[src/rtl/nand_parity_pkg.sv]
package nand_parity_pkg;
  localparam int BYTE_W   = 8;
  localparam int SEL_W    = $clog2(BYTE_W);
  localparam int COL_W    = 2 * SEL_W;
  localparam int CODE_W   = 24;

  // Mask of the byte bits whose position has bit k equal to 'odd'
  function automatic logic [BYTE_W-1:0] col_mask(input int k, input logic odd);
    logic [BYTE_W-1:0] m;
    for (int b = 0; b < BYTE_W; b++) begin
      m[b] = (((b >> k) & 1) == int'(odd));
    end
    return m;
  endfunction
endpackage

[src/rtl/nand_rst_sync.sv]
module nand_rst_sync (
  input  logic clk,
  input  logic rst_n_in,
  output logic rst_n_out
);
  logic [1:0] sync_q;

  always_ff @(posedge clk or negedge rst_n_in) begin
    if (!rst_n_in) sync_q <= 2'b00;
    else           sync_q <= {sync_q[0], 1'b1};
  end

  assign rst_n_out = sync_q[1];
endmodule

[src/rtl/nand_row_parity.sv]
module nand_row_parity #(
  parameter int IDX_W = 9
) (
  input  logic               clk,
  input  logic               rst_n,
  input  logic               acc_en,
  input  logic               clear,
  input  logic               row_par,
  input  logic [IDX_W-1:0]   idx,
  output logic [2*IDX_W-1:0] lp
);
  localparam int LP_W = 2 * IDX_W;

  logic [LP_W-1:0] lp_q, lp_d, base;

  assign base = clear ? '0 : lp_q;

  for (genvar k = 0; k < IDX_W; k++) begin : g_pair
    assign lp_d[2*k+1] = base[2*k+1] ^ (row_par &  idx[k]);
    assign lp_d[2*k]   = base[2*k]   ^ (row_par & ~idx[k]);
  end

  always_ff @(posedge clk or negedge rst_n) begin
    if (!rst_n)      lp_q <= '0;
    else if (acc_en) lp_q <= lp_d;
  end

  assign lp = lp_q;
endmodule

[src/rtl/nand_col_parity.sv]
module nand_col_parity
  import nand_parity_pkg::*;
(
  input  logic              clk,
  input  logic              rst_n,
  input  logic              acc_en,
  input  logic              clear,
  input  logic [BYTE_W-1:0] byte_in,
  output logic [COL_W-1:0]  cp
);
  logic [COL_W-1:0] cp_q, cp_d, base;

  assign base = clear ? '0 : cp_q;

  for (genvar k = 0; k < SEL_W; k++) begin : g_sel
    assign cp_d[2*k+1] = base[2*k+1] ^ (^(byte_in & col_mask(k, 1'b1)));
    assign cp_d[2*k]   = base[2*k]   ^ (^(byte_in & col_mask(k, 1'b0)));
  end

  always_ff @(posedge clk or negedge rst_n) begin
    if (!rst_n)      cp_q <= '0;
    else if (acc_en) cp_q <= cp_d;
  end

  assign cp = cp_q;
endmodule

[src/rtl/nand_chunk_seq.sv]
module nand_chunk_seq #(
  parameter int IDX_W = 9
) (
  input  logic             clk,
  input  logic             rst_n,
  input  logic             en,
  input  logic             size_512,
  input  logic [IDX_W-1:0] idx,
  output logic             start,
  output logic             size_q,
  output logic             done
);
  localparam logic [IDX_W-1:0] LAST_BIG   = {IDX_W{1'b1}};
  localparam logic [IDX_W-1:0] LAST_SMALL = {1'b0, {(IDX_W-1){1'b1}}};

  logic size_d, done_d, size_cur;

  always_comb begin
    start    = en && (idx == '0);
    size_cur = start ? size_512 : size_q;
    size_d   = size_cur;
    done_d   = en && (idx == (size_cur ? LAST_BIG : LAST_SMALL));
  end

  always_ff @(posedge clk or negedge rst_n) begin
    if (!rst_n) begin
      size_q <= 1'b0;
      done   <= 1'b0;
    end else begin
      done <= done_d;
      if (start) size_q <= size_d;
    end
  end
endmodule

[src/rtl/nand_parity_gen.sv]
module nand_parity_gen
  import nand_parity_pkg::*;
#(
  parameter int IDX_W = 9
) (
  input  logic              clk,
  input  logic              rst_n,
  input  logic              en,
  input  logic              size_512,
  input  logic [BYTE_W-1:0] byte_in,
  input  logic [IDX_W-1:0]  idx,
  output logic [CODE_W-1:0] code,
  output logic              done
);
  localparam int LP_W = 2 * IDX_W;

  logic             rst_n_s;
  logic             start, size_q;
  logic [LP_W-1:0]  lp;
  logic [COL_W-1:0] cp;
  logic             row_par;

  assign row_par = ^byte_in;

  nand_rst_sync u_rst (
    .clk       (clk),
    .rst_n_in  (rst_n),
    .rst_n_out (rst_n_s)
  );

  nand_chunk_seq #(.IDX_W(IDX_W)) u_seq (
    .clk      (clk),
    .rst_n    (rst_n_s),
    .en       (en),
    .size_512 (size_512),
    .idx      (idx),
    .start    (start),
    .size_q   (size_q),
    .done     (done)
  );

  nand_row_parity #(.IDX_W(IDX_W)) u_row (
    .clk     (clk),
    .rst_n   (rst_n_s),
    .acc_en  (en),
    .clear   (start),
    .row_par (row_par),
    .idx     (idx),
    .lp      (lp)
  );

  nand_col_parity u_col (
    .clk     (clk),
    .rst_n   (rst_n_s),
    .acc_en  (en),
    .clear   (start),
    .byte_in (byte_in),
    .cp      (cp)
  );

  // byte 2 = {column parity, row pair 17/16}; forced high in small-chunk mode
  assign code = {cp, (size_q ? lp[17:16] : 2'b11), lp[15:0]};
endmodule

[config.mk]
export PLATFORM = sky130hd
export DESIGN_NAME = nand_parity_gen
export DESIGN_NICKNAME = d
export VERILOG_FILES = /design/src/rtl/nand_parity_pkg.sv /design/src/rtl/nand_rst_sync.sv /design/src/rtl/nand_row_parity.sv /design/src/rtl/nand_col_parity.sv /design/src/rtl/nand_chunk_seq.sv /design/src/rtl/nand_parity_gen.sv
export SDC_FILE = /design/constraint.sdc
export NUM_CORES = 1
export LEC_CHECK = 0
export CAP_MARGIN = 25
export CORE_UTILIZATION = 55
export CTS_CLUSTER_DIAMETER = 80
export DETAILED_ROUTE_END_ITERATION = 12
export DONT_BUFFER_PORTS = 1
export PLACE_DENSITY = 0.81
export SYNTH_ARGS = -nofsm -noshare
export SYNTH_HDL_FRONTEND = slang
export SYNTH_SLANG_ARGS = --single-unit
[constraint.sdc]
create_clock -name clk -period 0.82 [get_ports clk]
set_input_delay 0.041 -clock clk [delete_from_list [all_inputs] [get_ports clk]]
set_output_delay 0.041 -clock clk [all_outputs]
set_load 0.02 [all_outputs]
==> After elaboration in Yosys (flattened, before gate mapping) <==
Index checks and enable logic that the tools add are counted.
{ "totals": {"regBits": 28, "in_bits": 21, "out_inout_bits": 25, "word_cells": 72} }
{ "op_classes": {"eq_ne": 1, "muxes": 5, "bitwise": 51, "reduce_logical": 10} }
{ "op_table": {"columns": ["operator", "count"], "rows": [
  ["$reduce_xor A8 Y1", 7],
  ["$xor A1 B1 Y1", 24],
  ["$and A1 B1 Y1", 18],
  ["$mux W18", 1],
  ["$eq A9 B9 Y1", 1],
  ["$logic_not A9 Y1", 1],
  ["$mux W9", 1],
  ["$not A1 Y1", 9],
  ["$mux W6", 1],
  ["$logic_and A1 B1 Y1", 2],
  ["$mux W2", 1],
  ["$mux W1", 1]
]} }

==> Depth between registers and ports, before layout <==
{ "logic_depth": {"ltp_word": 6, "mapped_depth": 6, "ltp_nobuf": 5} }

==> By module <==
From an unflattened synthesis, not the netlist that was laid out.
{ "unflattened": {"hier_cells": 154, "area_unflattened_um2": 1630.3} }
{ "by_module_without_submodules": {"columns": ["module", "instances", "cells_each", "area_per_inst_um2", "seq_area_each_um2"], "rows": [
  ["nand_row_parity", 1, 77, 864.6, 450.4],
  ["nand_col_parity", 1, 53, 498.0, 150.1],
  ["nand_chunk_seq", 1, 12, 140.1, 50.0],
  ["nand_parity_gen", 1, 9, 73.8, 0.0],
  ["nand_rst_sync", 1, 3, 53.8, 50.0]
]} }

==> Worst setup path before layout <==
Ideal clock, no wire load.
{ "synth_path": {"path_type": "input to register", "from": "input port idx[3]", "to": "register u_seq.done", "setup_time_ns": 0.096, "arrival_ns": 1.205, "required_ns": 0.724, "setup_slack_ns": -0.480, "stages": 5, "path_buffers": 0, "cell_sequence": "nor4_1 > nand3_1 > mux2_2 > xor2_1 > nor4_2"} }
{ "synth_between": {"elab_chain_cells": 6} }
{ "synth_rtl": {"columns": ["item", "line_no", "source"], "rows": [
  ["start: declaration", "nand_parity_gen.sv:11", "input logic [IDX_W-1:0] idx,"],
  ["$logic_not A9 Y1", "nand_chunk_seq.sv:19", "start = en && (idx == '0);"],
  ["$logic_and A1 B1 Y1", "nand_chunk_seq.sv:19", null],
  ["$mux W1", "nand_chunk_seq.sv:20", "size_cur = start ? size_512 : size_q;"],
  ["$mux W9", "nand_chunk_seq.sv:22", "done_d = en && (idx == (size_cur ? LAST_BIG : LAST_SMALL));"],
  ["$eq A9 B9 Y1 *", "nand_chunk_seq.sv:22", null],
  ["$logic_and A1 B1 Y1 *", "nand_chunk_seq.sv:22", null],
  ["named net u_seq.done_d", "nand_chunk_seq.sv:16", "logic size_d, done_d, size_cur;"],
  ["end signal: assignment", "nand_chunk_seq.sv:30", "done <= done_d;"],
  ["end: declaration", "nand_chunk_seq.sv:11", "output logic done"]
]} }
The timed path passes the listed nets; every way through them passes the cells marked *.
A chain may end at the register's enable or synchronous reset.

==> Worst setup path in the final report <==
{ "layout_path": {"from": "register u_seq.size_q", "to": "register u_seq.done"} }
{ "layout_between": {"elab_chain_cells": 4} }
{ "layout_rtl": {"columns": ["item", "line_no", "source"], "rows": [
  ["start: declaration", "nand_chunk_seq.sv:10", "output logic size_q,"],
  ["start signal: assignment", "nand_chunk_seq.sv:31", "if (start) size_q <= size_d;"],
  ["$mux W1", "nand_chunk_seq.sv:20", null],
  ["$mux W9", "nand_chunk_seq.sv:22", null],
  ["$eq A9 B9 Y1", "nand_chunk_seq.sv:22", null],
  ["$logic_and A1 B1 Y1", "nand_chunk_seq.sv:22", null],
  ["named net u_seq.done_d", "nand_chunk_seq.sv:16", null]
]} }
The timed path passes the listed nets, and every way through them passes these cells.

==> run metrics <==
Leak Pwr 0.00110 uW; synth unique cells 20; RSZ-0062 raised after global routing yes; Hold WC Path Type in2reg; multi-input logic area 0.00103 sq mm; Syn. warnings 0; Setup crit end kind flop; DP Worst Slack -0.422 ns; Die ar. 0.00302 sq mm; HPWL after DPL 2.20 mm; commonest non-fill, non-tap cell in the layout buf_6; layer with the highest usage met2; Syn Area/Cell 9.82 sq um; clock buffer depth 2; Worst Reg-to-Reg Cells 3; met1 Use GR 31.7%; # nets final 225; H-tree Lvls 1; grt ovf 0; layout cells sized above 1 51.7%; final setup fails 47; outcome finished with violations; crit-path max FO 2; Clock Power Share 8.4%; Clk Latency, worst-skew pair 0.36 ns; initial drt markers 52; Die Wd 54.9 um; most frequent cells in the layout 32 x buf_6, 27 x dfrtp_1, 25 x nand2_1, 20 x xnor2_1, 15 x buf_4; Worst Setup Start Kind flop; #FFs+latches synth 28; critical path launch point u_seq.size_q; violations in the final reports hold timing, setup timing; Pint 5230 uW; worst hold start en; CTS tree yes; Reg-to-Reg Start u_seq.size_q; Buffers on Ports 0; antenna-violating nets left 0; Worst EP required 1.08 ns; initial antenna violation count 0; WP data arrival 1.46 ns; via count 1368; area post-placement 0.00182 sq mm; clock sinks 28; Syn Inst Count 157; minimum clock period 1.21 ns; GRT Overall Usage 26.3%; gpl congestion 0.728; Max Cap Viol 0; global-route met3 utilization 4.37%; Sw Share 40.2%; Max VDD drop 3840 uV; CTS root buffer clkbuf_4; Core Area 0.00257 sq mm; WS Path Type reg2reg; Cell Pwr Density 3510 mW/mm^2; met2 usage 46.8%; Final Cycle Share 147%; global-route wire length before repair 5.40 mm; Sequential Power Share 29.4%; Design Area, Final 0.00249 sq mm; Die Y 54.9 um; starting density of the core 60.0%; final worst setup slack -0.385 ns; storage element area 702 sq um; Max Freq 830 MHz; Hold WS -0.177 ns; Worst Hold Depth 2; wirelength, routed 5.45 mm; number of remaining DRC errors 0; io pins 46; Combinational Power Share 62.2%; CTS Buf Count 3; DR pass1 iterations 4; Fillers 38; Avg WL per Cell 23.4 um; Clock Pin Slew Worst Setup and Hold Paths 0.16 ns; Area Growth Syn to Fin 61.9%; Setup Skew 0.00808 ns; post-synthesis net count 178; final-report hold violation count 21; drt via density 5.87; Max Slew Vio Count 0; synthesized area 0.00154 sq mm; Psw 3510 uW; antenna cells 0; Seq/Total Area, Yosys 45.5%; largest net degree at the start of global routing 27; Rows 18; vias in the first global route 1242
[final timing paths]
path / to / slack, ns
max: u_seq.done / -0.39
min: u_col.cp[3] / -0.18
max reg2reg: u_seq.done / -0.39
min reg2reg: u_row.lp[14] / 0.26
max in group asynchronous: u_rst.sync_q[1] / 0.20
min in group asynchronous: u_row.lp[14] / 0.26
[power groups by stage]
stage | registers (uW) | clock network [uW] | logic [uW]
floorplan | 2510 | 0 | 2450
global placement | 2360 | 0 | 3130
detailed placement | 2390 | 0 | 3220
CTS | 2430 | 689 | 4160
global route | 2630 | 776 | 5740
finish | 2570 | 737 | 5440
[through the flow]
| step | TNS [ns] | util, % | hold slack, ns | std cells | total power (uW) |
|---|---|---|---|---|---|
| after floorplan | -6.46 | - | -0.255 | 157 | 4960 |
| after global placement | -6.33 | 70.8 | -0.255 | 196 | 5490 |
| after detailed placement | -7.27 | 70.8 | -0.255 | 196 | 5610 |
| after CTS | -3.29 | 84.8 | -0.160 | 222 | 7280 |
| after global routing | -8.06 | 97.2 | -0.194 | 233 | 9150 |
| final | -6.49 | 97.2 | -0.177 | 233 | 8750 |
[worst max-delay path: stages (launching register included)]
cell and delay [ns]:
dfrtp_1 0.43, mux2_4 0.29, xor2_2 0.16, nor4_2 0.23
[synth_stat cells]
| cell | number | area share, % |
|---|---|---|
| nand2_1 | 38 | 9.3 |
| xnor2_1 | 29 | 16 |
| dfrtp_1 | 28 | 45 |
| buf_4 | 16 | 7.8 |
| nor2_1 | 10 | 2.4 |
| xor2_1 | 10 | 5.7 |
| nor3b_1 | 8 | 3.9 |
| clkbuf_1 | 4 | 0.97 |
| nand2b_1 | 2 | 0.81 |
| nand3_1 | 2 | 0.65 |
| buf_6 | 1 | 0.73 |
| conb_1 | 1 | 0.24 |
| mux2_2 | 1 | 0.73 |
| nand4_1 | 1 | 0.41 |
| nor2b_1 | 1 | 0.41 |
| nor3b_2 | 1 | 0.81 |
| nor4_1 | 1 | 0.41 |
| nor4_2 | 1 | 0.81 |
| nor4b_2 | 1 | 0.97 |
| xor2_2 | 1 | 1.1 |
[what timing repair did]
action | in CTS | in global routing
pin swaps | 2 | 11
hold buffers | 10 | 2
cloned | 0 | 2
endpoints found under the hold margin | 28 | 23
resized for setup | 34 | 46
buffers inserted | 12 | 7
endpoints found under the setup margin | 31 | 43
[metal layers]
metal,wire length (um),vias up
met2,2690,111
met4,341,0
met3,500,32
li1,-,566
met5,0,-
met1,1920,659
[flip-flops by register name, summed over array words and instances, names as in the netlist]
signal	cells
u_seq.size_q	1
u_seq.done	1
u_rst.sync_q	2
u_col.cp	6
u_row.lp	18
[cell type report]
type / instances / area share, %
sequential: 28 / 28.1
multi-input combinational: 108 / 41.4
timing repair buffer: 63 / 27.5
clock buffer: 4 / 1.45
tap: 30 / 1.50
[kinds of logic after synthesis]
logic type | after synthesis | synth area share (%)
simple gates | 66 | 20.9
xor+xnor | 40 | 23.2
flops | 28 | 45.5
buf+inv | 21 | 9.50
mux | 1 | 0.730
other cells | 1 | 0.243
No activity file was read; power rests on OpenSTA's default activity.
